[src/rtl/timer_pkg.sv]
package timer_pkg;
  localparam int OFS_CTRL     = 'h00;
  localparam int OFS_LIM_BASE = 'h08;
  localparam int OFS_CNT_BASE = 'h10;
  localparam int OFS_STRIDE   = 4;

  localparam int CTRL_RUN_BIT = 0;
  localparam int CTRL_ONE_BIT = 1;
  localparam int CTRL_IEN_BIT = 8;

  typedef struct packed {
    logic run;
    logic one;
    logic ien;
  } ctrl_t;
endpackage

[src/rtl/timer_regs.sv]
module timer_regs
  import timer_pkg::*;
#(
  parameter int BUS_W  = 16,
  parameter int ADDR_W = 5,
  parameter int CNT_W  = 32
) (
  input  logic              clk_i,
  input  logic              rst_ni,
  input  logic              wr_en_i,
  input  logic              rd_en_i,
  input  logic [ADDR_W-1:0] addr_i,
  input  logic [BUS_W-1:0]  wdata_i,
  input  logic [CNT_W-1:0]  count_i,
  input  logic              done_i,
  output ctrl_t             ctrl_o,
  output logic [CNT_W-1:0]  limit_o,
  output logic              restart_o,
  output logic [BUS_W-1:0]  rdata_o
);
  localparam int NUM_HALF = CNT_W / BUS_W;
  localparam int SH_W     = CNT_W - BUS_W;

  ctrl_t              ctrl_q;
  logic [CNT_W-1:0]   limit_q;
  logic [SH_W-1:0]    shadow_q;
  logic [BUS_W-1:0]   rdata_q;
  logic [BUS_W-1:0]   rd_val;
  logic               rd_hit;
  logic               ctrl_wr;
  logic               cnt_lo_rd;
  logic [1:0]         new_runs;
  logic [1:0]         old_runs;
  logic [CNT_W-1:0]   cnt_view;

  assign ctrl_wr   = wr_en_i && (addr_i == ADDR_W'(OFS_CTRL));
  assign cnt_lo_rd = rd_en_i && (addr_i == ADDR_W'(OFS_CNT_BASE));
  assign new_runs  = {wdata_i[CTRL_ONE_BIT], wdata_i[CTRL_RUN_BIT]};
  assign old_runs  = {ctrl_q.one, ctrl_q.run};
  // stop, or a run bit rising, puts the counter back to zero
  assign restart_o = ctrl_wr && ((new_runs == 2'b00) || ((new_runs & ~old_runs) != 2'b00));

  always_ff @(posedge clk_i or negedge rst_ni) begin
    if (!rst_ni) begin
      ctrl_q <= '0;
    end else if (ctrl_wr) begin
      ctrl_q.run <= wdata_i[CTRL_RUN_BIT];
      ctrl_q.one <= wdata_i[CTRL_ONE_BIT];
      ctrl_q.ien <= wdata_i[CTRL_IEN_BIT];
    end else if (done_i) begin
      ctrl_q.one <= 1'b0;
    end
  end

  for (genvar h = 0; h < NUM_HALF; h++) begin : g_lim
    always_ff @(posedge clk_i or negedge rst_ni) begin
      if (!rst_ni) begin
        limit_q[h*BUS_W +: BUS_W] <= '0;
      end else if (wr_en_i && (addr_i == ADDR_W'(OFS_LIM_BASE + OFS_STRIDE*h))) begin
        limit_q[h*BUS_W +: BUS_W] <= wdata_i;
      end
    end
  end

  assign cnt_view = {shadow_q, count_i[BUS_W-1:0]};

  always_comb begin
    rd_val = '0;
    rd_hit = 1'b0;
    if (addr_i == ADDR_W'(OFS_CTRL)) begin
      rd_hit               = 1'b1;
      rd_val[CTRL_RUN_BIT] = ctrl_q.run;
      rd_val[CTRL_ONE_BIT] = ctrl_q.one;
      rd_val[CTRL_IEN_BIT] = ctrl_q.ien;
    end
    for (int h = 0; h < NUM_HALF; h++) begin
      if (addr_i == ADDR_W'(OFS_LIM_BASE + OFS_STRIDE*h)) begin
        rd_hit = 1'b1;
        rd_val = limit_q[h*BUS_W +: BUS_W];
      end
      if (addr_i == ADDR_W'(OFS_CNT_BASE + OFS_STRIDE*h)) begin
        rd_hit = 1'b1;
        rd_val = cnt_view[h*BUS_W +: BUS_W];
      end
    end
  end

  always_ff @(posedge clk_i or negedge rst_ni) begin
    if (!rst_ni) begin
      rdata_q  <= '0;
      shadow_q <= '0;
    end else begin
      if (rd_en_i)   rdata_q  <= rd_val;
      if (cnt_lo_rd) shadow_q <= count_i[CNT_W-1:BUS_W];
    end
  end

  assign ctrl_o  = ctrl_q;
  assign limit_o = limit_q;
  assign rdata_o = rdata_q;

  AST_TRIG_SELF_CLEAR: assert property (@(posedge clk_i) disable iff (!rst_ni)
    done_i && !ctrl_wr |=> !ctrl_q.one);
  AST_UNMAPPED_ZERO: assert property (@(posedge clk_i) disable iff (!rst_ni)
    rd_en_i && !rd_hit |=> rdata_q == '0);
  AST_SHADOW_CAPTURE: assert property (@(posedge clk_i) disable iff (!rst_ni)
    cnt_lo_rd |=> shadow_q == $past(count_i[CNT_W-1:BUS_W]));
  AST_RDATA_HOLD: assert property (@(posedge clk_i) disable iff (!rst_ni)
    !rd_en_i |=> $stable(rdata_q));
endmodule

[src/rtl/timer_core.sv]
module timer_core #(
  parameter int CNT_W = 32
) (
  input  logic             clk_i,
  input  logic             rst_ni,
  input  logic             run_i,
  input  logic             one_i,
  input  logic             ien_i,
  input  logic [CNT_W-1:0] limit_i,
  input  logic             restart_i,
  output logic [CNT_W-1:0] count_o,
  output logic             done_o,
  output logic             irq_o
);
  logic [CNT_W-1:0] count_q;
  logic             irq_q;
  logic             active;
  logic             hit;

  assign active = run_i || one_i;
  assign hit    = active && (count_q == limit_i);
  assign done_o = hit && !run_i;

  always_ff @(posedge clk_i or negedge rst_ni) begin
    if (!rst_ni) begin
      count_q <= '0;
    end else if (restart_i) begin
      count_q <= '0;
    end else if (hit) begin
      if (run_i) count_q <= '0;   // periodic wrap; one-shot holds
    end else if (active) begin
      count_q <= count_q + 1'b1;
    end
  end

  always_ff @(posedge clk_i or negedge rst_ni) begin
    if (!rst_ni) irq_q <= 1'b0;
    else         irq_q <= hit && ien_i;
  end

  assign count_o = count_q;
  assign irq_o   = irq_q;

  AST_IRQ_GATED: assert property (@(posedge clk_i) disable iff (!rst_ni)
    irq_q |-> $past(ien_i && active));
  AST_INC_STEP: assert property (@(posedge clk_i) disable iff (!rst_ni)
    active && !hit && !restart_i |=> count_q == $past(count_q) + 1'b1);
  AST_WRAP_ZERO: assert property (@(posedge clk_i) disable iff (!rst_ni)
    hit && run_i && !restart_i |=> count_q == '0);
  AST_ONESHOT_HOLD: assert property (@(posedge clk_i) disable iff (!rst_ni)
    hit && !run_i && !restart_i |=> $stable(count_q));
  AST_RESTART_ZERO: assert property (@(posedge clk_i) disable iff (!rst_ni)
    restart_i |=> count_q == '0);
endmodule

[src/rtl/interval_timer.sv]
module interval_timer
  import timer_pkg::*;
#(
  parameter int BUS_W  = 16,
  parameter int ADDR_W = 5
) (
  input  logic              clk_i,
  input  logic              rst_ni,
  input  logic              wr_en_i,
  input  logic              rd_en_i,
  input  logic [ADDR_W-1:0] addr_i,
  input  logic [BUS_W-1:0]  wdata_i,
  output logic [BUS_W-1:0]  rdata_o,
  output logic              irq_o
);
  localparam int CNT_W = 2 * BUS_W;

  ctrl_t            ctrl;
  logic [CNT_W-1:0] limit;
  logic [CNT_W-1:0] count;
  logic             restart;
  logic             done;

  timer_regs #(.BUS_W(BUS_W), .ADDR_W(ADDR_W), .CNT_W(CNT_W)) u_regs (
    .clk_i     (clk_i),
    .rst_ni    (rst_ni),
    .wr_en_i   (wr_en_i),
    .rd_en_i   (rd_en_i),
    .addr_i    (addr_i),
    .wdata_i   (wdata_i),
    .count_i   (count),
    .done_i    (done),
    .ctrl_o    (ctrl),
    .limit_o   (limit),
    .restart_o (restart),
    .rdata_o   (rdata_o)
  );

  timer_core #(.CNT_W(CNT_W)) u_core (
    .clk_i     (clk_i),
    .rst_ni    (rst_ni),
    .run_i     (ctrl.run),
    .one_i     (ctrl.one),
    .ien_i     (ctrl.ien),
    .limit_i   (limit),
    .restart_i (restart),
    .count_o   (count),
    .done_o    (done),
    .irq_o     (irq_o)
  );
endmodule

[config.mk]
export PLATFORM = sky130hd
export DESIGN_NAME = interval_timer
export DESIGN_NICKNAME = d
export VERILOG_FILES = /design/src/rtl/timer_pkg.sv /design/src/rtl/timer_regs.sv /design/src/rtl/timer_core.sv /design/src/rtl/interval_timer.sv
export SDC_FILE = /design/constraint.sdc
export NUM_CORES = 1
export LEC_CHECK = 0
export CAP_MARGIN = 10
export CELL_PAD_IN_SITES_DETAIL_PLACEMENT = 1
export CELL_PAD_IN_SITES_GLOBAL_PLACEMENT = 2
export CORE_UTILIZATION = 42
export DETAILED_ROUTE_END_ITERATION = 6
export DONT_BUFFER_PORTS = 1
export PLACE_DENSITY = 0.79
export SYNTH_ARGS = -nofsm -noshare
export SYNTH_HDL_FRONTEND = slang
export SYNTH_SLANG_ARGS = --single-unit
[constraint.sdc]
create_clock -name clk_i -period 2.6 [get_ports clk_i]
set_clock_uncertainty 0.15 [all_clocks]
set_input_delay 0.39 -clock clk_i [delete_from_list [all_inputs] [get_ports clk_i]]
set_output_delay 0.39 -clock clk_i [all_outputs]
set_load 0.05 [all_outputs]
Word level (Yosys, flattened, before mapping):

Index checks and enable logic that the tools add are counted.

* ROM bits: 0
* bits in registers: 100
* latch bits: 0
* memories kept: 0
* RAM bits: 0
* word-level logic and storage cells: 47

* order comparisons: 0
* bitwise operators: 2
* add/subtract/negate cells: 1
* reductions and logical operators: 17
* divide/modulo/power cells: 0
* multipliers: 0
* mux-type cells: 12
* equality and inequality tests: 6
* shift-type cells: 0

Operators by type and width (count)
* $mux 32: 4
* $mux 16: 4
* $add 32x1->32 const B: 1
* $eq 32x32->1: 1
* $eq 5x4->1 const B: 2
* $eq 5x5->1 const B: 2
* $logic_and 1x1->1: 8
* $logic_not 5->1: 1
* $reduce_bool 2->1: 2
* $mux 1: 3
* $ne 3x3->1 const B: 1
* $reduce_bool 3->1: 1
* $and 2x2->2: 1
* $logic_not 2->1: 1
* $logic_or 1x1->1: 2
* $mux 2: 1
* $not 2->2: 1
* $reduce_and 2->1: 1
* $logic_not 1->1: 1

Depth between registers and ports, before layout:

* depth in word-level cells: 7
* mapped depth: 10
* depth with buffers taken out: 8

Modules after synthesis:

From an unflattened synthesis, not the netlist that was laid out.

* cell total of the unflattened synthesis: 582
* area total of the unflattened synthesis: 5551.6 um^2

By module, submodules not included
* timer_regs: cells each 274, area each 3104.2 um^2, seq. area each 1676.6 um^2, times used 1
* timer_core: cells each 308, area each 2447.3 um^2, seq. area each 825.8 um^2, times used 1

Worst setup path after synthesis:

Ideal clock, no wire load.

* path kind: in2reg
* start: input addr_i[1]
* end: register u_core.count_q[25], in the netlist u_core.count_o[25]
* setup slack: 0.362 ns
* stages: 7
* arrival: 1.967 ns
* data required time: 2.329 ns
* cell sequence: or3_4 nor4b_4 and2b_4 o21bai_4 nor2_4 a21o_1 a22o_1

* word-level cells in the longest chain between the ends: 5

Ends and longest elaborated chain
* start, declared: line interval_timer.sv:11 `input logic [ADDR_W-1:0] addr_i,`
* $logic_not 5->1 *: line timer_regs.sv:36 `assign ctrl_wr = wr_en_i && (addr_i == ADDR_W'(OFS_CTRL));`
* $logic_and 1x1->1 *: line timer_regs.sv:36
* $logic_and 1x1->1 *: line timer_regs.sv:41 `assign restart_o = ctrl_wr && ((new_runs == 2'b00) || ((new_runs & ~old_runs) != 2'b00));`
* $ne 3x3->1 (no line) or $reduce_bool 3->1 (tied branches)
* $reduce_and 2->1 (no line)
* end signal, assigned: line timer_core.sv:32 `count_q <= count_q + 1'b1;`
* end, declared: line timer_core.sv:15 `logic [CNT_W-1:0] count_q;`

Every way passes the cells marked *; elsewhere a longest branch is shown, timed or not.
A chain may end at the register's enable or synchronous reset.

Worst setup path in the final report:

* start: register u_regs.limit_q[27], in the netlist u_regs.limit_o[27]
* end: register u_core.count_q[15], in the netlist u_core.count_o[15]

* word-level cells in the longest chain between the ends: 4

Ends and longest elaborated chain
* start, declared: line timer_regs.sv:25 `logic [CNT_W-1:0] limit_q;`
* start signal, assigned by index: line timer_regs.sv:60 `limit_q[h*BUS_W +: BUS_W] <= wdata_i;`
* $eq 32x32->1 *: line timer_core.sv:21 `assign hit = active && (count_q == limit_i);`
* $logic_and 1x1->1 *: line timer_core.sv:21
* $ne 3x3->1 (no line) (tied with other cells)
* $reduce_and 2->1 (no line) or $mux 32 (tied branches)

Marks and branches as above.

==> flow_metrics.tcl <==
set metrics [dict create \
    ys_top_cells_by_count "dfrtp_1, mux2_2, a31oi_1, nor2_1, nand2_1" \
    dr.pass1.iters 7 \
    maxCapViolations 0 \
    first_iter_violations 319 \
    relSlewSlack_pct 47.7 \
    grt_overflow 0 \
    io_pins 42 \
    die_h_um 112 \
    ir_drop_mv 0.448 \
    routedWlPerCell_um 24.6 \
    synth_seq_cells 100 \
    synth-edff-count 0 \
    synth_xor_area_share_pct 5.53 \
    status "finished, violations left" \
    viasPerCell 6.17 \
    dp_cells 651 \
    ff2ff_path_depth 9 \
    reg2reg_to "u_core.count_o[15]" \
    clk_latency_ns 0.35 \
    yosysWarnings 0 \
    grt_setup_unrepaired "false" \
    vias 4130 \
    grt_max_degree 101 \
    yosysTopAreaCell "dfrtp_1" \
    clk_path_buf_depth 2 \
    areaGrowthSynthToFinish_pct 16.1 \
    grt_pass1_wl_mm 25.3 \
    final_nets 547 \
    route.detailed.drc 4 \
    fp.dieArea_um2 12500 \
    p_per_area_nw_per_um2 740 \
    num_rows 39 \
    worst_pin_slew_ns 0.781 \
    clock-sinks 100 \
    startpoint_type "flip-flop" \
    cp.required_ns 2.70 \
    initial_core_util_pct 43.8 \
    synthTopCellsByArea "dfrtp_1, mux2_2, xnor2_1" \
    grt_usage_pct 27.3 \
    crit_arrival_ns 2.65 \
    whs_ns -0.419 \
    cts_root_buffer "clkbuf_16" \
    drt-total-wl_mm 16.4 \
    reg2reg_from "u_regs.limit_o[27]" \
    post_cts_buffers 0 \
    setup_viol 0 \
    num_antenna_cells 0 \
    yosysUniqueCellTypes 46 \
    hold_viol 100 \
    crit_path_end "u_core.count_o[15]" \
    htree_num_levels 3 \
    fin_crit_ns 2.55 \
    dpl_worst_slack_ns -0.126 \
    syn_nets 510 \
    clkTransAtPathRegs_ns 0.07 \
    hold_buffers 1 \
    grt_pass1_vias 4345 \
    cts_made_buffers 9 \
    synth_cells 484 \
    syn_avg_cell_area_um2 10.5 \
    synth.most_common_cell "dfrtp_1" \
    hold_class "in -> async" \
    yosysTopAreaCellShare_pct 49.4 \
    finalCritPeriodShare_pct 98.0 \
    fin_cells 669 \
    worstPathMaxFanout 7 \
    ant_nets 0 \
    core_um2 11600 \
    p_leak_nw 2.59 \
    synth_fa_ha_area_share_pct 0.247 \
    fin_ws_ns 0.0512 \
    critical_path_class "reg -> reg" \
    ys_seq_area_share_pct 49.4 \
    worst_setup_path_end_kind "flip-flop" \
    cts_tree "built" \
    violations "DRC, hold timing" \
    max_freq_mhz 392 \
    gp_congestion 0.916 \
    die_x_um 112 \
    slew_viol_final 0 \
    r2r_slack_ns 0.05 \
    port_buffers 0 \
    antenna_found_initial 0 \
    syn_area_um2 5070 \
    muxShareOfSynthArea_pct 11.4 \
    synthSimpleGateAreaFrac_pct 13.7 \
    synth_top_family_by_area "compound AO/OA/AOI/OAI gates" \
    synth_compound_area_share_pct 16.0 \
    async_flop_share_pct 100 \
    crit_start "u_regs.limit_o[27]" \
    p_total_mw 4.36 \
    post-dp-hpwl_mm 11.6 \
    final_util_pct 50.9 \
    drive_gt1_share_pct 26.2 \
    synth_top_flop_cell "dfrtp_1" \
]
power breakdown:
group | total [mW] | internal [mW] | switching, mW
combinational | 1.08 | 0.504 | 0.575
sequential | 2.00 | 1.75 | 0.251
clock | 1.27 | 0.677 | 0.595
flip-flops by register name, indices dropped and copies added (netlist names):
signal / count
u_core.count_o: 32
u_core.irq_o: 1
u_regs.ctrl_o: 3
u_regs.limit_o: 32
u_regs.rdata_o: 16
u_regs.shadow_q: 16
metrics by stage:
| step | setup TNS, ns | instance area (µm²) |
|---|---|---|
| 5_1_grt | 0 | 5890 |
| 2_1_floorplan | 0 | 5070 |
| 3_5_place_dp | -0.427 | 5540 |
| 3_3_place_gp | -0.0530 | 5540 |
| 6_report | 0 | 5890 |
| 4_1_cts | 0 | 5850 |
worst max-delay path: stages, from the launching register on:
cell and delay [ns]:
dfrtp_1 0.40, xnor2_1 0.19, buf_4 0.15, nand4_1 0.09, nor4_2 0.38, and3_4 0.28
buf_4 0.15, o21ai_1 0.18, buf_4 0.24, a31oi_2 0.23
how the worst min path moves through the flow:
stage / from / to / depth (start not counted)
finish: rst_ni / u_regs.limit_o[8] / 0
global placement: rst_ni / u_core.irq_o / 0
floorplan: rst_ni / u_core.count_o[0] / 0
detailed placement: rst_ni / u_regs.limit_o[8] / 0
global route: rst_ni / u_regs.limit_o[8] / 0
CTS: rst_ni / u_regs.limit_o[8] / 0
timing repair:
action,4_1_cts,5_1_grt
gates cloned,0,1
endpoints found under the hold margin,116,100
pin swaps,0,1
endpoints found under the setup margin,8,31
resized for setup,4,6
cells by family after synthesis:
| family | after synthesis |
|---|---|
| fa+ha+maj | 1 |
| xor+xnor | 32 |
| buf+inv | 41 |
| simple gates | 134 |
| flops | 100 |
| mux | 52 |
| compound gates | 124 |
cells in the final DEF (no fill, tap or decap), types with 3 or more instances in the layout:
master,instances
dfrtp_1,100
buf_4,58
mux2_2,47
a31oi_1,36
nor2_1,32
nand2_1,32
xnor2_1,26
a22oi_1,26
a21oi_1,24
o21ai_0,16
nand3_1,15
nand4_1,14
clkbuf_16,9
and3_1,8
nor3_1,6
inv_1,6
or3_1,6
mux2i_1,5
a41oi_1,5
and2_1,4
a22o_1,4
xor2_1,3
xnor2_2,3
a21o_1,3
a222oi_1,3
cell type report:
type                            instances  area, µm²
Fill cell                            1279       5680
Multi-Input combinational cell        344       2440
Timing Repair Buffer                   60        465
Sequential cell                       100       2500
Inverter                                6       22.5
Clock inverter                          5       37.5
Tap cell                              143        179
Clock buffer                           11        243
per-layer routing:
| layer | global-route usage, % | vias to the layer above | share of wire (%) |
|---|---|---|---|
| li1 | - | 1855 | - |
| met1 | 35.7 | 2116 | 44 |
| met2 | 45.1 | 137 | 48 |
| met3 | 5.28 | 22 | 4.6 |
| met4 | 10.1 | 0 | 2.6 |
| met5 | 0 | - | 0 |
Power figures use the tool's default switching activity.
